**src/rtl/uds_pkg.sv**
```systemverilog
package uds_pkg;

    localparam int IDX_W = 8;
    typedef logic [IDX_W-1:0] idx_t;

    // Tracking index: all ones = idle, zero = expecting the command byte
    localparam idx_t IDX_OFF   = '1;
    localparam idx_t IDX_START = '0;

    typedef enum logic [1:0] {
        CLS_NONE,   // no dummy phase
        CLS_OUT,    // fast / dual-output / quad-output reads
        CLS_IO      // dual-I/O / quad-I/O reads
    } cmd_class_e;

    typedef enum logic [1:0] {
        BEAT_IDLE,
        BEAT_FWD,
        BEAT_DUMMY
    } beat_kind_e;

    typedef struct packed {
        beat_kind_e kind;
        logic [7:0] data;
    } beat_t;

    function automatic cmd_class_e classify(input logic [7:0] cmd);
        case (cmd)
            8'h0B, 8'h0C, 8'h3B, 8'h3C, 8'h6B, 8'h6C: return CLS_OUT;
            8'hBB, 8'hBC, 8'hEB, 8'hEC:               return CLS_IO;
            default:                                  return CLS_NONE;
        endcase
    endfunction

    function automatic idx_t addr_bytes(input logic wide);
        return wide ? idx_t'(4) : idx_t'(3);
    endfunction

endpackage

```
**src/rtl/uds_cmd_decode.sv**
```systemverilog
module uds_cmd_decode
    import uds_pkg::*;
#(
    parameter int OUT_UNITS = 1,
    parameter int IO_UNITS  = 1,
    parameter int UNIT_W    = 1
) (
    input  logic [7:0]        cmd,
    output logic [UNIT_W-1:0] units
);
    cmd_class_e cls;

    always_comb begin
        cls = classify(cmd);
        case (cls)
            CLS_OUT: units = UNIT_W'(OUT_UNITS);
            CLS_IO:  units = UNIT_W'(IO_UNITS);
            default: units = '0;
        endcase
    end
endmodule

```
**src/rtl/uds_tracker.sv**
```systemverilog
module uds_tracker
    import uds_pkg::*;
#(
    parameter int UNIT_W      = 1,
    parameter int CNT_W       = 4,
    parameter int DUMMY_SCALE = 8
) (
    input  logic              clk,
    input  logic              rst,
    input  logic              cs_active,
    input  logic              addr4,
    input  logic              take,
    input  logic [UNIT_W-1:0] units,
    output logic              swallow,
    output logic [CNT_W-1:0]  burst_len
);
    idx_t             idx_q, idx_d, eff_idx;
    logic [CNT_W-1:0] cnt_q, cnt_d;
    logic             cs_q;

    always_comb begin
        // A fresh selection restarts at the command byte in the same cycle
        eff_idx = (cs_active && !cs_q) ? IDX_START : idx_q;
        idx_d   = eff_idx;
        cnt_d   = cnt_q;
        swallow = 1'b0;
        if (!cs_active) begin
            idx_d = IDX_OFF;
            cnt_d = '0;
        end else if (take && eff_idx != IDX_OFF) begin
            if (eff_idx == IDX_START) begin
                if (units == '0) begin
                    idx_d = IDX_OFF;
                end else begin
                    cnt_d = CNT_W'(int'(units) * DUMMY_SCALE);
                    idx_d = eff_idx + idx_t'(1);
                end
            end else if (eff_idx >= addr_bytes(addr4) + idx_t'(1)) begin
                swallow = 1'b1;
                idx_d   = IDX_OFF;
                cnt_d   = '0;
            end else begin
                idx_d = eff_idx + idx_t'(1);
            end
        end
    end

    assign burst_len = cnt_q;

    always_ff @(posedge clk) begin
        if (rst) begin
            idx_q <= IDX_OFF;
            cnt_q <= '0;
            cs_q  <= 1'b0;
        end else begin
            idx_q <= idx_d;
            cnt_q <= cnt_d;
            cs_q  <= cs_active;
        end
    end
endmodule

```
**src/rtl/uds_emitter.sv**
```systemverilog
module uds_emitter
    import uds_pkg::*;
#(
    parameter int CNT_W = 4
) (
    input  logic             clk,
    input  logic             rst,
    input  logic             cs_active,
    input  logic             take,
    input  logic [7:0]       in_byte,
    input  logic             swallow,
    input  logic [CNT_W-1:0] burst_len,
    input  logic [7:0]       dummy_value,
    output logic             in_ready,
    output logic             out_valid,
    output logic [7:0]       out_byte,
    output logic             out_dummy,
    output logic             consumed
);
    logic [CNT_W-1:0] rem_q;
    beat_t            beat_q;
    logic             cons_q;

    assign in_ready  = (rem_q == '0);
    assign out_valid = (beat_q.kind != BEAT_IDLE);
    assign out_dummy = (beat_q.kind == BEAT_DUMMY);
    assign out_byte  = beat_q.data;
    assign consumed  = cons_q;

    always_ff @(posedge clk) begin
        if (rst) begin
            rem_q  <= '0;
            beat_q <= '{kind: BEAT_IDLE, data: 8'h00};
            cons_q <= 1'b0;
        end else begin
            cons_q <= take && swallow;
            if (rem_q != '0) begin
                if (cs_active) begin
                    beat_q <= '{kind: BEAT_DUMMY, data: dummy_value};
                    rem_q  <= rem_q - CNT_W'(1);
                end else begin
                    beat_q.kind <= BEAT_IDLE;
                    rem_q       <= '0;
                end
            end else if (take && swallow) begin
                beat_q.kind <= BEAT_IDLE;
                rem_q       <= burst_len;
            end else if (take) begin
                beat_q <= '{kind: BEAT_FWD, data: in_byte};
            end else begin
                beat_q.kind <= BEAT_IDLE;
            end
        end
    end
endmodule

```
**src/rtl/user_dummy_snooper.sv**
```systemverilog
module user_dummy_snooper #(
    parameter int OUT_UNITS   = 1,
    parameter int IO_UNITS    = 1,
    parameter int DUMMY_SCALE = 8
) (
    input  logic       clk,
    input  logic       rst,
    input  logic       cs_active,
    input  logic       addr4,
    input  logic [7:0] dummy_value,
    input  logic       in_valid,
    input  logic [7:0] in_byte,
    output logic       in_ready,
    output logic       out_valid,
    output logic [7:0] out_byte,
    output logic       out_dummy,
    output logic       consumed
);
    localparam int MAX_UNITS = (OUT_UNITS > IO_UNITS) ? OUT_UNITS : IO_UNITS;
    localparam int UNIT_W    = $clog2(MAX_UNITS + 1);
    localparam int CNT_W     = $clog2(MAX_UNITS * DUMMY_SCALE + 1);

    logic              take;
    logic              swallow;
    logic [UNIT_W-1:0] units;
    logic [CNT_W-1:0]  burst_len;

    assign take = in_valid && in_ready;

    uds_cmd_decode #(
        .OUT_UNITS (OUT_UNITS),
        .IO_UNITS  (IO_UNITS),
        .UNIT_W    (UNIT_W)
    ) u_decode (
        .cmd   (in_byte),
        .units (units)
    );

    uds_tracker #(
        .UNIT_W      (UNIT_W),
        .CNT_W       (CNT_W),
        .DUMMY_SCALE (DUMMY_SCALE)
    ) u_tracker (
        .clk       (clk),
        .rst       (rst),
        .cs_active (cs_active),
        .addr4     (addr4),
        .take      (take),
        .units     (units),
        .swallow   (swallow),
        .burst_len (burst_len)
    );

    uds_emitter #(
        .CNT_W (CNT_W)
    ) u_emitter (
        .clk         (clk),
        .rst         (rst),
        .cs_active   (cs_active),
        .take        (take),
        .in_byte     (in_byte),
        .swallow     (swallow),
        .burst_len   (burst_len),
        .dummy_value (dummy_value),
        .in_ready    (in_ready),
        .out_valid   (out_valid),
        .out_byte    (out_byte),
        .out_dummy   (out_dummy),
        .consumed    (consumed)
    );
endmodule

```
**config.mk**
```make
export PLATFORM = sky130hd
export DESIGN_NAME = user_dummy_snooper
export DESIGN_NICKNAME = d
export VERILOG_FILES = /design/src/rtl/uds_pkg.sv /design/src/rtl/uds_cmd_decode.sv /design/src/rtl/uds_tracker.sv /design/src/rtl/uds_emitter.sv /design/src/rtl/user_dummy_snooper.sv
export SDC_FILE = /design/constraint.sdc
export NUM_CORES = 1
export LEC_CHECK = 0
export ABC_AREA = 1
export BUFFER_PORTS_ARGS = -buffer_cell sky130_fd_sc_hd__clkbuf_2
export CORE_MARGIN = 10
export CORE_UTILIZATION = 28
export CTS_BUF_LIST = sky130_fd_sc_hd__clkbuf_8
export DETAILED_ROUTE_END_ITERATION = 8
export PLACE_DENSITY = 0.54
export SETUP_SLACK_MARGIN = 0.5
export SLEW_MARGIN = 20
export SYNTH_ARGS = -nofsm -noshare
export SYNTH_HDL_FRONTEND = slang
export SYNTH_SLANG_ARGS = --single-unit
```
**constraint.sdc**
```tcl
create_clock -name clk -period 4.7 [get_ports clk]
set_input_delay 1.41 -clock clk [delete_from_list [all_inputs] [get_ports clk]]
set_output_delay 1.41 -clock clk [all_outputs]
set_load 0.005 [all_outputs]
```
* Word level (Yosys, flattened, before mapping) *
Index checks and enable logic that the tools add are counted.

cells by class
  magnitude comparators = 1
  reductions and logical operators = 18
  bitwise gates (word level) = 1
  equal/unequal tests = 17
  muxes and demuxes = 25
  add/sub/neg operators = 3

operator list
  cell                                                                    number
  8-bit two-way mux                                                       8
  8-bit equality test (second input constant)                             4
  4-bit two-way mux                                                       6
  8-bit by 1-bit adder with 8-bit output (second input constant)          2
  8-bit by 4-bit equality test with 1-bit output (second input constant)  2
  8-bit by 6-bit equality test with 1-bit output (second input constant)  2
  8-bit by 7-bit equality test with 1-bit output (second input constant)  2
  10-bit two-way mux                                                      1
  8-bit >= comparator                                                     1
  8-bit logical NOT                                                       1
  8-bit inequality test (second input constant)                           1
  2-bit nonzero test                                                      4
  1-bit two-way mux                                                       7
  3-bit AND reduction                                                     2
  6-bit OR reduction                                                      1
  2-bit equality test (second input constant)                             2
  1-bit logical AND                                                       4
  4-bit logical NOT                                                       1
  2-bit inequality test (second input constant)                           2
  2-bit one-hot mux with 2 select lines                                   1
  4-bit nonzero test                                                      1
  2-bit OR reduction                                                      2
  4-bit OR reduction                                                      1
  4-bit by 1-bit subtractor with 4-bit output (second input constant)     1
  6 further kinds                                                         6

word-level totals
  register bits = 28

* Depth between registers and ports, before layout *
  word-level depth = 11
  depth in mapped cells = 14
  gate-level depth less buffers = 13

* Modules after synthesis *
Synthesis repeated with hierarchy kept, for this count alone.

unflattened totals
  cells, all modules = 235
  area, all modules = 1601.5 µm²

modules (own cells, without submodules)
  module              cells each  times used  area an instance (µm²)
  uds_emitter         138         1           918.4
  uds_tracker         81          1           611.8
  uds_cmd_decode      14          1           63.8
  user_dummy_snooper  2           1           7.5

* Least setup slack after synthesis *
Ideal clock, no wire load.

  path kind = input to register
  from = input port cs_active
  to = register u_tracker.cnt_q[3], in the netlist u_tracker.burst_len[3]
  setup slack = 1938 ps
  path buffers = 2
  required time = 4578 ps
  cell stages on the path = 12
  arrival time = 2640 ps
  library setup time = 122 ps
  cell sequence = nand2_2 -> buf_6 -> nand2_1 -> inv_1 -> ha_1 -> nand2_1 -> nor2_1 -> a21oi_2 -> buf_4 -> inv_2 -> o21ai_0 -> a21oi_1

on the way
  longest elaborated chain between the ends = 5
  elaborated cells on any way between the ends = 12
  those cells by class = order compare: 1; eq/ne: 2; mux: 2; bitwise: 1; reduce/logical: 6

RTL lines
  item                                                               line                     RTL
  start, declared                                                    user_dummy_snooper.sv:8  input logic cs_active,
  1-bit logical AND                                                  uds_tracker.sv:23        eff_idx = (cs_active && !cs_q) ? IDX_START : idx_q;
  8-bit two-way mux                                                  uds_tracker.sv:23
  8-bit >= comparator, or another cell as far along                  uds_tracker.sv:38        end else if (eff_idx >= addr_bytes(addr4) + idx_t'(1)) begin
  2-bit nonzero test (no source line), or another cell as far along  --
  3-bit AND reduction (no source line)                               --
  end signal, assigned                                               uds_tracker.sv:57        cnt_q <= cnt_d;
  end, declared                                                      uds_tracker.sv:18        logic [CNT_W-1:0] cnt_q, cnt_d;

Several ways; a longest one is shown, not always the timed one.
A chain may end at the register's enable or synchronous reset.

* Final worst setup path *
  from = input port cs_active
  to = register u_emitter.beat_q (netlist bit u_emitter.out_byte[0])

on the way
  longest elaborated chain between the ends = 10
  elaborated cells on any way between the ends = 14
  those cells by class = order compare: 1; eq/ne: 3; mux: 5; reduce/logical: 5

RTL lines
  item                                    line               RTL
  1-bit logical AND                       uds_tracker.sv:23
  8-bit two-way mux                       uds_tracker.sv:23
  8-bit >= comparator                     uds_tracker.sv:38
  1-bit two-way mux                       uds_tracker.sv:38
  1-bit two-way mux                       uds_tracker.sv:31  if (eff_idx == IDX_START) begin
  1-bit two-way mux                       uds_tracker.sv:30  end else if (take && eff_idx != IDX_OFF) begin
  1-bit two-way mux                       uds_tracker.sv:27  if (!cs_active) begin
  1-bit logical AND                       uds_emitter.sv:45  end else if (take && swallow) begin
  2-bit inequality test (no source line)  --
  3-bit AND reduction (no source line) *  --
  end signal, assigned                    uds_emitter.sv:33  beat_q <= '{kind: BEAT_IDLE, data: 8'h00};
  end signal, assigned                    uds_emitter.sv:39  beat_q <= '{kind: BEAT_DUMMY, data: dummy_value};
  end signal, assigned                    uds_emitter.sv:49  beat_q <= '{kind: BEAT_FWD, data: in_byte};
  end, declared                           uds_emitter.sv:21  beat_t beat_q;

Every way passes the cells marked *; elsewhere a longest branch is shown, timed or not.

==> results.toml <==
[global_routing]
grt.total_usage_pct = 8.05
overflow = 0
antenna_found_initial = 0
grt_max_degree = 16
grt_pass1_wl_um = 5750
grt_pass1_vias = 1232

[setup_path]
critPathMostFrequentCell = "nand2_1"
crit_chain = "clkbuf_2, nand2_2, nand2_1, inv_1, ha_1, nand2_1, nor2_1, a21oi_2, nand3_2, nand4_1, nand2_1, nor2_1"
start_kind = "input port"
max_stage_delay_ns = 0.43
worstPathArrival_ns = 3.34
required_ns = 4.91
critPathCaptureType = "flip-flop"
crit_fanout = 13
path_class = "in -> reg"
critPathSlowestCell = "a21oi_2"

[clock_network]
htree_levels = 1
numCtsBuffers = 3
cts_tree = "done"
post_cts_buffers = 0
path_clk_slew_ns = 0.09
clkSinkCount = 25
cts_resized = 0
clockRootBuffer = "clkbuf_8"
clock_path_buffers = 2
clock_latency_ns = 0.27
hold_buffers = 0

[synth]
yosysWarnings = 0
synth_edf_count = 0
seq_area_frac_synth_pct = 35.7
syn_inst = 192
syn-cell-area_um2 = 1400
synth_cell_types = 28
ys_seq_elements = 25
synthArstFlopShare_pct = 0
yosys_most_used_dff = "dfxtp_1"
syn_area_per_cell_um2 = 7.31
synth_fp_nets = 218

[placement]
hpwlAfterDp_um = 2600
dpl_worst_slack_ns = 1.28
gp_congestion = 0.772
portBuffers = 32

[sta]
setup_ws_ns = 1.57
worst_pin_slew_ns = 0.520
slew_headroom_pct = 65.3
finalSetupViolations = 0
finalMaxSlewViolations = 0
max_freq_mhz = 320
post-route-period-util_pct = 66.5
post-route-min-period_ns = 3.13
clock_skew_ns = 0.00410
rsz0062_at_grt = "false"
setup-tns-final_ns = 0
whs_ns = 0.465
hold_violations = 0

[routing]
drt-total-wl_um = 3230
drt-initial-drc-count = 52
detail-route-antenna-nets = 0
via_count = 1249
dr.pass1.iters = 4
avgViaCountPerCell = 4.38
post-route-drc-count = 0
routedWlPerCell_um = 11.3

[floorplanning]
core_area_um2 = 4790
io_pins = 33
core.rowCount = 25
die_w_um = 90.8
initial_utilization_pct = 29.3
dieArea_um2 = 8250
die_h_um = 90.8

[power_and_ir_drop]
pwr_density_cell_nw_per_um2 = 594
p_leak_nw = 0.769
vdd_drop_max_uv = 219
power.total_w = 0.000961

[finish]
drive_gt1_share_pct = 22.9
fin_nets = 245
area_delta_synth_final_pct = 15.2
multi_input_area_um2 = 742
regArea_um2 = 500
diodes = 0
fillers = 532
fin_util_pct = 33.8
layout_common_cells = "nand2_1, clkbuf_2, nor2_1"
final_common_cell = "nand2_1"

[run_status]
status = "finished, final reports clean"

[flow_run]
cap_violations = 0

[hold_path]
hp-class = "reg -> reg"
==> layer usage <==
metal	part of all wire [%]	track usage, %	vias up
li1	-	-	677
met1	47	9.75	551
met2	49	14.1	21
met3	3.6	2.33	0
met4	0	0.783	0
met5	0	0	-
==> Yosys cell counts, types with 3 or more instances <==
cell type / instances / area share, %
o211ai_1: 4 / 2.1
mux2i_1: 6 / 4.3
ha_1: 5 / 4.5
nor2_1: 31 / 8.3
o21ai_0: 10 / 3.6
nand2_1: 36 / 9.6
nand3_1: 12 / 4.3
nand4_1: 12 / 5.3
inv_1: 19 / 5.1
dfxtp_1: 25 / 36
buf_4: 9 / 4.8
nand2_2: 3 / 1.3
==> flip-flops by register name, summed over array words and instances (netlist names) <==
register / flops
u_emitter.beat_q: 2
u_emitter.consumed: 1
u_emitter.out_byte: 8
u_emitter.rem_q: 4
u_tracker.burst_len: 1
u_tracker.cs_q: 1
u_tracker.idx_q: 8
==> worst max-delay path: cells and delay by family <==
| kind | cells | cell delay [ns] |
|---|---|---|
| simple gates | 8 | 1.08 |
| compound gates | 1 | 0.43 |
| fa+ha+maj | 1 | 0.20 |
| buf+inv | 2 | 0.22 |
==> final cells by class <==
| type | count | area share [%] |
|---|---|---|
| clock buffer | 3 | 2.55 |
| clock inverter | 1 | 0.464 |
| inverter | 22 | 5.10 |
| multi-input combinational | 135 | 45.9 |
| sequential | 25 | 30.9 |
| tap | 67 | 5.18 |
| timing repair buffer | 32 | 9.90 |
==> final timing paths <==
check / start / depth (start not counted) / end / slack, ns
worst max-delay path: cs_active / 12 / u_emitter.out_byte[0]$_SDFFE_PP0P_ / 1.57
worst max register to register: u_tracker.cs_q$_SDFF_PP0_ / 12 / u_emitter.out_byte[0]$_SDFFE_PP0P_ / 2.51
worst min register to register: u_emitter.rem_q[0]$_SDFFE_PP0P_ / 1 / u_emitter.rem_q[0]$_SDFFE_PP0P_ / 0.47
worst min-delay path: u_emitter.rem_q[0]$_SDFFE_PP0P_ / 1 / u_emitter.rem_q[0]$_SDFFE_PP0P_ / 0.47
==> cells by family after synthesis <==
family / Yosys count / synth area share [%]
AND/OR/NAND/NOR: 101 / 33.8
buffers and inverters: 32 / 11.5
flip-flops: 25 / 35.7
AO/OA/AOI/OAI: 21 / 9.09
multiplexers: 6 / 4.28
adder cells (fa/ha/maj): 5 / 4.46
XOR/XNOR: 2 / 1.25
==> power breakdown <==
group,internal [W],switching [W],leakage [nW]
clock network,0.0000601,0.0000706,0.0217
registers,0.000270,0.0000272,0.206
logic,0.000202,0.000331,0.541
total,0.000532,0.000429,0.769
==> through the flow <==
step	cell area, um2	std cells
after floorplan	1400	192
after CTS	1620	285
after detailed placement	1570	281
after global routing	1620	285
final	1620	285
after global placement	1570	281
Note: power is estimated with default switching activity, not from simulation.
